## src/rtl/cfg_link_pkg.sv

```systemverilog
package cfg_link_pkg;
  typedef enum logic [1:0] {SEG_PRE, SEG_OP, SEG_ARG, SEG_PL} seg_e;
  typedef enum logic [1:0] {F_IDLE, F_NEXT, F_SHIFT, F_DONE} fsm_e;
  localparam logic ST_OK       = 1'b0;
  localparam logic ST_REJECTED = 1'b1;
endpackage

```

## src/rtl/cfg_link_sync.sv

```systemverilog
module cfg_link_sync #(
  parameter int STAGES = 2
) (
  input  logic clk,
  input  logic rst_n,
  input  logic d,
  output logic q
);
  logic [STAGES-1:0] chain;

  generate
    if (STAGES == 1) begin : g_one
      always_ff @(posedge clk or negedge rst_n)
        if (!rst_n) chain <= '0;
        else        chain <= d;
    end else begin : g_many
      always_ff @(posedge clk or negedge rst_n)
        if (!rst_n) chain <= '0;
        else        chain <= {chain[STAGES-2:0], d};
    end
  endgenerate

  assign q = chain[STAGES-1];
endmodule

```

## src/rtl/cfg_link_tick.sv

```systemverilog
module cfg_link_tick #(
  parameter int DIV_W = 16
) (
  input  logic             clk,
  input  logic             rst_n,
  input  logic             run,
  input  logic [DIV_W-1:0] half,
  output logic             tick
);
  logic [DIV_W-1:0] timer;

  // a phase ends when the timer reaches half-1; 0 and 1 both mean one cycle
  assign tick = run && ((half <= DIV_W'(1)) || (timer == half - DIV_W'(1)));

  always_ff @(posedge clk or negedge rst_n)
    if (!rst_n)     timer <= '0;
    else if (!run)  timer <= '0;
    else if (tick)  timer <= '0;
    else            timer <= timer + DIV_W'(1);
endmodule

```

## src/rtl/cfg_link_shift.sv

```systemverilog
module cfg_link_shift #(
  parameter int DIV_W = 16
) (
  input  logic             clk,
  input  logic             rst_n,
  input  logic             start,
  input  logic [7:0]       byte_in,
  input  logic [DIV_W-1:0] half,
  output logic             ser_dat,
  output logic             ser_clk,
  output logic             active,
  output logic             fin
);
  logic       hi;
  logic [7:0] sh;
  logic [2:0] bitn;
  logic       tick;

  cfg_link_tick #(.DIV_W(DIV_W)) tick_i (
    .clk  (clk),
    .rst_n(rst_n),
    .run  (active),
    .half (half),
    .tick (tick)
  );

  // each bit: low phase with data set up, then high phase holding it
  always_ff @(posedge clk or negedge rst_n)
    if (!rst_n) begin
      active <= 1'b0;
      hi     <= 1'b0;
      sh     <= '0;
      bitn   <= '0;
    end else if (start) begin
      active <= 1'b1;
      hi     <= 1'b0;
      sh     <= byte_in;
      bitn   <= '0;
    end else if (active && tick) begin
      if (!hi) begin
        hi <= 1'b1;
      end else begin
        hi   <= 1'b0;
        sh   <= {sh[6:0], 1'b0};
        bitn <= bitn + 3'd1;
        if (bitn == 3'd7) active <= 1'b0;
      end
    end

  assign fin     = active && tick && hi && (bitn == 3'd7);
  assign ser_clk = active && hi;
  assign ser_dat = active && sh[7];
endmodule

```

## src/rtl/cfg_link_tx.sv

```systemverilog
module cfg_link_tx
  import cfg_link_pkg::*;
#(
  parameter int         DIV_W       = 16,
  parameter int         PAYLOAD_LEN = 64,
  parameter logic [7:0] PREFIX      = 8'h88,
  parameter int         SYNC_STAGES = 2
) (
  input  logic             clk,
  input  logic             rst_n,
  input  logic [DIV_W-1:0] half_period,
  input  logic             cmd_valid,
  output logic             cmd_ready,
  input  logic [7:0]       cmd_opcode,
  input  logic [1:0]       cmd_nargs,
  input  logic [23:0]      cmd_args,
  input  logic             cmd_with_data,
  input  logic             pl_valid,
  output logic             pl_ready,
  input  logic [7:0]       pl_data,
  output logic             link_dat,
  output logic             link_clk,
  input  logic             link_busy,
  output logic             done,
  output logic             status
);
  localparam int PC_W = $clog2(PAYLOAD_LEN + 1);
  localparam logic [PC_W-1:0] PL_LAST = PC_W'(PAYLOAD_LEN);

  fsm_e            st;
  seg_e            seg;
  logic [1:0]      aidx;
  logic [PC_W-1:0] pcnt;
  logic            rej;
  logic            hdr_cur;
  logic [7:0]      op_q;
  logic [1:0]      nargs_q;
  logic [23:0]     args_q;
  logic            pl_q;

  logic            busy_s;
  logic            start;
  logic [7:0]      tx_byte;
  logic            go_done;
  logic            pl_take;
  logic            sh_active;
  logic            sh_fin;
  logic            rej_now;

  cfg_link_sync #(.STAGES(SYNC_STAGES)) sync_i (
    .clk  (clk),
    .rst_n(rst_n),
    .d    (link_busy),
    .q    (busy_s)
  );

  cfg_link_shift #(.DIV_W(DIV_W)) shift_i (
    .clk    (clk),
    .rst_n  (rst_n),
    .start  (start),
    .byte_in(tx_byte),
    .half   (half_period),
    .ser_dat(link_dat),
    .ser_clk(link_clk),
    .active (sh_active),
    .fin    (sh_fin)
  );

  // pick the next byte of the frame
  always_comb begin
    start   = 1'b0;
    tx_byte = PREFIX;
    go_done = 1'b0;
    pl_take = 1'b0;
    if (st == F_NEXT) begin
      unique case (seg)
        SEG_PRE: start = 1'b1;
        SEG_OP: begin
          start   = 1'b1;
          tx_byte = op_q;
        end
        SEG_ARG: begin
          if (aidx != nargs_q) begin
            start   = 1'b1;
            tx_byte = args_q[{aidx, 3'b000} +: 8];
          end else if (!pl_q) begin
            go_done = 1'b1;
          end
        end
        SEG_PL: begin
          if (pcnt == PL_LAST) begin
            go_done = 1'b1;
          end else if (pl_valid && !busy_s) begin
            start   = 1'b1;
            tx_byte = pl_data;
            pl_take = 1'b1;
          end
        end
        default: go_done = 1'b1;
      endcase
    end
  end

  assign rej_now = hdr_cur && busy_s;

  always_ff @(posedge clk or negedge rst_n)
    if (!rst_n) begin
      st      <= F_IDLE;
      seg     <= SEG_PRE;
      aidx    <= '0;
      pcnt    <= '0;
      rej     <= ST_OK;
      hdr_cur <= 1'b0;
      op_q    <= '0;
      nargs_q <= '0;
      args_q  <= '0;
      pl_q    <= 1'b0;
    end else begin
      unique case (st)
        F_IDLE: if (cmd_valid) begin
          op_q    <= cmd_opcode;
          nargs_q <= cmd_nargs;
          args_q  <= cmd_args;
          pl_q    <= cmd_with_data;
          seg     <= SEG_PRE;
          aidx    <= '0;
          pcnt    <= '0;
          rej     <= ST_OK;
          st      <= F_NEXT;
        end
        F_NEXT: begin
          if (go_done) begin
            st <= F_DONE;
          end else if (start) begin
            st      <= F_SHIFT;
            hdr_cur <= (seg != SEG_PL);
            unique case (seg)
              SEG_PRE: seg  <= SEG_OP;
              SEG_OP:  seg  <= SEG_ARG;
              SEG_ARG: aidx <= aidx + 2'd1;
              default: pcnt <= pcnt + PC_W'(1);
            endcase
          end else if (seg == SEG_ARG) begin
            seg <= SEG_PL;
          end
        end
        F_SHIFT: begin
          if (rej_now) rej <= ST_REJECTED;
          if (sh_fin) st <= (rej || rej_now) ? F_DONE : F_NEXT;
        end
        default: st <= F_IDLE;
      endcase
    end

  assign cmd_ready = (st == F_IDLE);
  assign pl_ready  = pl_take;
  assign done      = (st == F_DONE);
  assign status    = rej;
endmodule

```

## config.mk

```make
export PLATFORM = sky130hd
export DESIGN_NAME = cfg_link_tx
export DESIGN_NICKNAME = d
export VERILOG_FILES = /design/src/rtl/cfg_link_pkg.sv /design/src/rtl/cfg_link_sync.sv /design/src/rtl/cfg_link_tick.sv /design/src/rtl/cfg_link_shift.sv /design/src/rtl/cfg_link_tx.sv
export SDC_FILE = /design/constraint.sdc
export NUM_CORES = 1
export LEC_CHECK = 0
export BUFFER_PORTS_ARGS = -buffer_cell sky130_fd_sc_hd__buf_2
export CAP_MARGIN = 20
export CORE_MARGIN = 4
export CORE_UTILIZATION = 51
export CTS_CLUSTER_DIAMETER = 40
export DETAILED_ROUTE_END_ITERATION = 16
export PLACE_DENSITY = 0.76
export SYNTH_ARGS = -nofsm -noshare
export SYNTH_HDL_FRONTEND = slang
export SYNTH_SLANG_ARGS = --single-unit
```

## constraint.sdc

```tcl
create_clock -name clk -period 2.6 [get_ports clk]
set_clock_uncertainty 0.2 [all_clocks]
set_input_delay 0.26 -clock clk [delete_from_list [all_inputs] [get_ports clk]]
set_output_delay 0.26 -clock clk [all_outputs]
set_load 0.03 [all_outputs]
```

==> impl_metrics.prom <==
# TYPE chip_impl_metric gauge
chip_impl_metric{name="netlist_area",unit="um2"} 4415
chip_impl_metric{name="final-seq-area",unit="um2"} 2027
chip_impl_metric{name="net_switching_fraction_of_the_power",unit="%"} 37.37
chip_impl_info{name="setup_repair_after_global_routing_missed_its_margin",value="true"} 1
chip_impl_metric{name="critical_path_buf_inv_count",unit=""} 4
chip_impl_metric{name="critPathMaxStageDelay",unit="ps"} 540
chip_impl_metric{name="core_area",unit="um2"} 8299
chip_impl_metric{name="wire_per_inst",unit="um"} 15.38
chip_impl_metric{name="antenna_cells_inserted",unit=""} 0
chip_impl_metric{name="synthDominantCellAreaShare",unit="%"} 45.91
chip_impl_metric{name="port_buffers",unit=""} 69
chip_impl_metric{name="worst_ep_arrival_time",unit="ps"} 2840
chip_impl_info{name="critPathTopFamily",value="simple AND/OR/NAND/NOR gates"} 1
chip_impl_metric{name="detailed_place_hpwl",unit="um"} 7202
chip_impl_metric{name="post-route-drc-count",unit=""} 0
chip_impl_metric{name="drt_pass1_iterations",unit=""} 4
chip_impl_metric{name="placementRows",unit=""} 33
chip_impl_metric{name="multiInputGateArea",unit="um2"} 2341
chip_impl_metric{name="numCtsBuffers",unit=""} 9
chip_impl_metric{name="synth-async-reset-ratio",unit="%"} 100.0
chip_impl_info{name="type_of_the_worst_setup_path",value="input port to register"} 1
chip_impl_info{name="violations",value="setup timing"} 1
chip_impl_info{name="critical_path.cell_chain",value="buf_6 -> or4_4 -> or4b_4 -> o31a_1 -> o22ai_2 -> nor4b_2 -> buf_4 -> a22oi_2 -> buf_12 -> buf_6 -> mux2i_1 -> nor2_1"} 1
chip_impl_metric{name="avgViaCountPerCell",unit=""} 5.476
chip_impl_metric{name="share_seq_of_total_power",unit="%"} 41.9
chip_impl_metric{name="p_leak",unit="uW"} 0.002729
chip_impl_metric{name="peakVddDrop",unit="V"} 0.0005472
chip_impl_metric{name="worst_ep_required_time",unit="ps"} 2620
chip_impl_metric{name="netlist-cell-type-count",unit=""} 50
chip_impl_metric{name="timing.final.hold_violations",unit=""} 0
chip_impl_metric{name="antenna_found_initial",unit=""} 0
chip_impl_metric{name="finalSetupViolCount",unit=""} 30
chip_impl_metric{name="synth.avg_cell_area",unit="um2"} 9.704
chip_impl_metric{name="max_slew.worst_pin.slew",unit="ps"} 635.8
chip_impl_info{name="synth_area_leaders",value="dfrtp_1, mux2_2, nor2_1"} 1
chip_impl_info{name="critPathSlowestCell",value="or4_4"} 1
chip_impl_info{name="hold_class",value="input port to async pin"} 1
chip_impl_metric{name="clock_sinks",unit=""} 81
chip_impl_metric{name="ys_ff_latch",unit=""} 81
chip_impl_metric{name="yosysWarningCount",unit=""} 0
chip_impl_metric{name="cap_viol_max_count",unit=""} 0
chip_impl_metric{name="worstSkewPairLatency",unit="ps"} 350
chip_impl_metric{name="synthToLayoutAreaGrowth",unit="%"} 35.08
chip_impl_metric{name="layout.filler_cells",unit=""} 590
chip_impl_metric{name="utilization",unit="%"} 71.87
chip_impl_metric{name="yosysSeqAreaShare",unit="%"} 45.91
chip_impl_metric{name="power_density",unit="nW/um2"} 828.6
chip_impl_metric{name="internal-power",unit="uW"} 3095
chip_impl_info{name="crit_path_frequent_cell",value="buf_6"} 1
chip_impl_metric{name="detail_route.wirelength",unit="um"} 10950
chip_impl_metric{name="synth_edf_count",unit=""} 0
chip_impl_metric{name="place_congestion",unit=""} 0.8763
chip_impl_info{name="end_kind",value="register"} 1
chip_impl_metric{name="first_iter_violations",unit=""} 227
chip_impl_metric{name="timing.slew.headroom",unit="%"} 57.52
chip_impl_metric{name="die-area",unit="um2"} 10210
chip_impl_metric{name="start_util",unit="%"} 53.20
chip_impl_info{name="run_status",value="complete, but fails checks"} 1
chip_impl_metric{name="max_clock_freq",unit="MHz"} 354.4
chip_impl_metric{name="slew_violations",unit=""} 0
chip_impl_metric{name="grt_use_total",unit="%"} 21.77
chip_impl_info{name="clk_root_buffer_cell",value="clkbuf_8"} 1
chip_impl_metric{name="post-layout-total-power",unit="uW"} 4942
chip_impl_metric{name="share_of_cells_above_drive_strength_1",unit="%"} 30.15
chip_impl_metric{name="die-height",unit="um"} 101.0
chip_impl_metric{name="h-tree-depth",unit=""} 3
chip_impl_metric{name="number_of_global_route_vias_before_repair",unit=""} 4063
chip_impl_metric{name="tcrit_tclk_final",unit="%"} 108.5
chip_impl_metric{name="power_frac_comb",unit="%"} 40.5
chip_impl_metric{name="grt_first_pass_wirelength",unit="um"} 18140
chip_impl_metric{name="clkSlewWorstSetupHoldPaths",unit="ps"} 90
chip_impl_info{name="synth.largest_area_cell",value="dfrtp_1"} 1
chip_impl_metric{name="nNetsFinal",unit=""} 673
chip_impl_metric{name="num_io_pins",unit=""} 70
chip_impl_metric{name="clk_path_buf_depth",unit=""} 2
chip_impl_info{name="timing.critical_path.from_type",value="input port"} 1
chip_impl_metric{name="post-place-ws",unit="ps"} -593.6
chip_impl_metric{name="critPathMaxFanout",unit=""} 6
chip_impl_metric{name="die_w",unit="um"} 101.0
chip_impl_metric{name="layout_min_cycle_time",unit="ps"} 2822
chip_impl_metric{name="switchingPower",unit="uW"} 1847
chip_impl_info{name="layout_commonest_cell",value="dfrtp_1"} 1
chip_impl_metric{name="detailroute.via_count",unit=""} 3899
chip_impl_metric{name="clock_power_share",unit="%"} 17.5
chip_impl_metric{name="ant_nets",unit=""} 0
chip_impl_metric{name="synthesis.nets",unit=""} 526
chip_impl_metric{name="worst_slack",unit="ps"} -222.0
chip_impl_info{name="tritoncts",value="built"} 1
chip_impl_metric{name="grt_max_degree",unit=""} 82
chip_impl_metric{name="netlist_instances",unit=""} 455
chip_impl_metric{name="globalRouteOverflowTotal",unit=""} 0
chip_impl_info{name="layout.cells.most_common_list",value="dfrtp_1, buf_2, nor2_1"} 1
chip_impl_info{name="ys_dominant_reg_cell",value="dfrtp_1"} 1
-- routing by layer --
metal	global-route usage, %	vias to the layer above	part of all wire [%]
met5	0	-	0
met4	6.339	0	1.4
met3	2.907	19	4.7
met2	39.69	108	51
met1	26.65	1883	43
li1	-	1889	-
-- stage by stage --
step                area, um2  hold WS (ps)  setup TNS (ps)  instances
global route             5964         72.96           -6766        712
finish                   5964         79.55           -4548        712
floorplan                4431        -235.6           -3917        455
global placement         5172         135.2          -13020        650
CTS                      5802         95.91           -1347        707
detailed placement       5172         147.6          -14040        650
-- logic make-up after synthesis --
logic type                 after synthesis  share of synthesized area (%)
adders and majority gates                7                          1.983
DFF                                     81                          45.91
and+or+nand+nor                        166                          18.42
AOI/OAI and AO/OA                       78                          11.02
buffers and inverters                   37                          3.400
xor gates and xnor gates                37                          7.339
muxes                                   49                          11.93
-- synth_stat cells, drive strengths merged (5+ instances only) --
cell type	instances
a211oi	7
a21oi	25
and3	11
buf	5
clkbuf	15
dfrtp	81
ha	7
inv	17
mux2	29
mux2i	20
nand2	41
nand3	15
nor2	64
o21ai	21
xnor2	14
xor2	23
-- layout make-up --
class                           instances  area share, %
Multi-Input combinational cell        337          39.25
Sequential cell                        81          33.98
Timing Repair Buffer                  156          20.33
Clock buffer                           11          2.538
Tap cell                              105          2.203
Inverter                               17          1.070
Clock inverter                          5         0.6293
-- timing repair --
| item | 4_1_cts | 5_1_grt |
|---|---|---|
| gates resized for setup | 8 | 12 |
| setup buffers | 4 | 2 |
| pin swaps | 4 | 6 |
| endpoints found under the setup margin | 34 | 39 |
| hold buffers | 37 | 0 |
| cloned | 0 | 2 |
| endpoints found under the hold margin | 117 | 0 |
-- sequential cells by signal, indices dropped and copies added, names as in the netlist --
| signal | flops |
|---|---|
| sync_i.chain | 2 |
| pl_q | 1 |
| pcnt | 7 |
| args_q | 24 |
| seg | 2 |
| shift_i.tick_i.timer | 16 |
| nargs_q | 2 |
| shift_i.active | 1 |
| shift_i.hi | 1 |
| status | 1 |
| st | 2 |
| shift_i.bitn | 3 |
| aidx | 2 |
| hdr_cur | 1 |
| op_q | 8 |
| shift_i.sh | 8 |
-- path summary, 6_finish.rpt --
path,slack (ps),cells past startpoint,start,end
min in group clk,100,5,pl_data[0],shift_i.sh[0]
max in group asynchronous,1550,3,rst_n,args_q[4]
worst min register to register,170,0,sync_i.chain[0],sync_i.chain[1]
worst max-delay path,-220,12,half_period[10],shift_i.bitn[2]
worst min-delay path,80,2,rst_n,nargs_q[0]
worst max register to register,0,10,shift_i.tick_i.timer[2],st[0]
-- power by group through the flow --
stage	registers, uW	logic, uW	clock network [uW]
finish	2070	2000	866
detailed placement	2080	1850	0
global route	2130	2210	932
CTS	2060	1920	879
global placement	2050	1780	0
floorplan	1940	1400	0
Note: power is estimated with default switching activity, not from simulation.
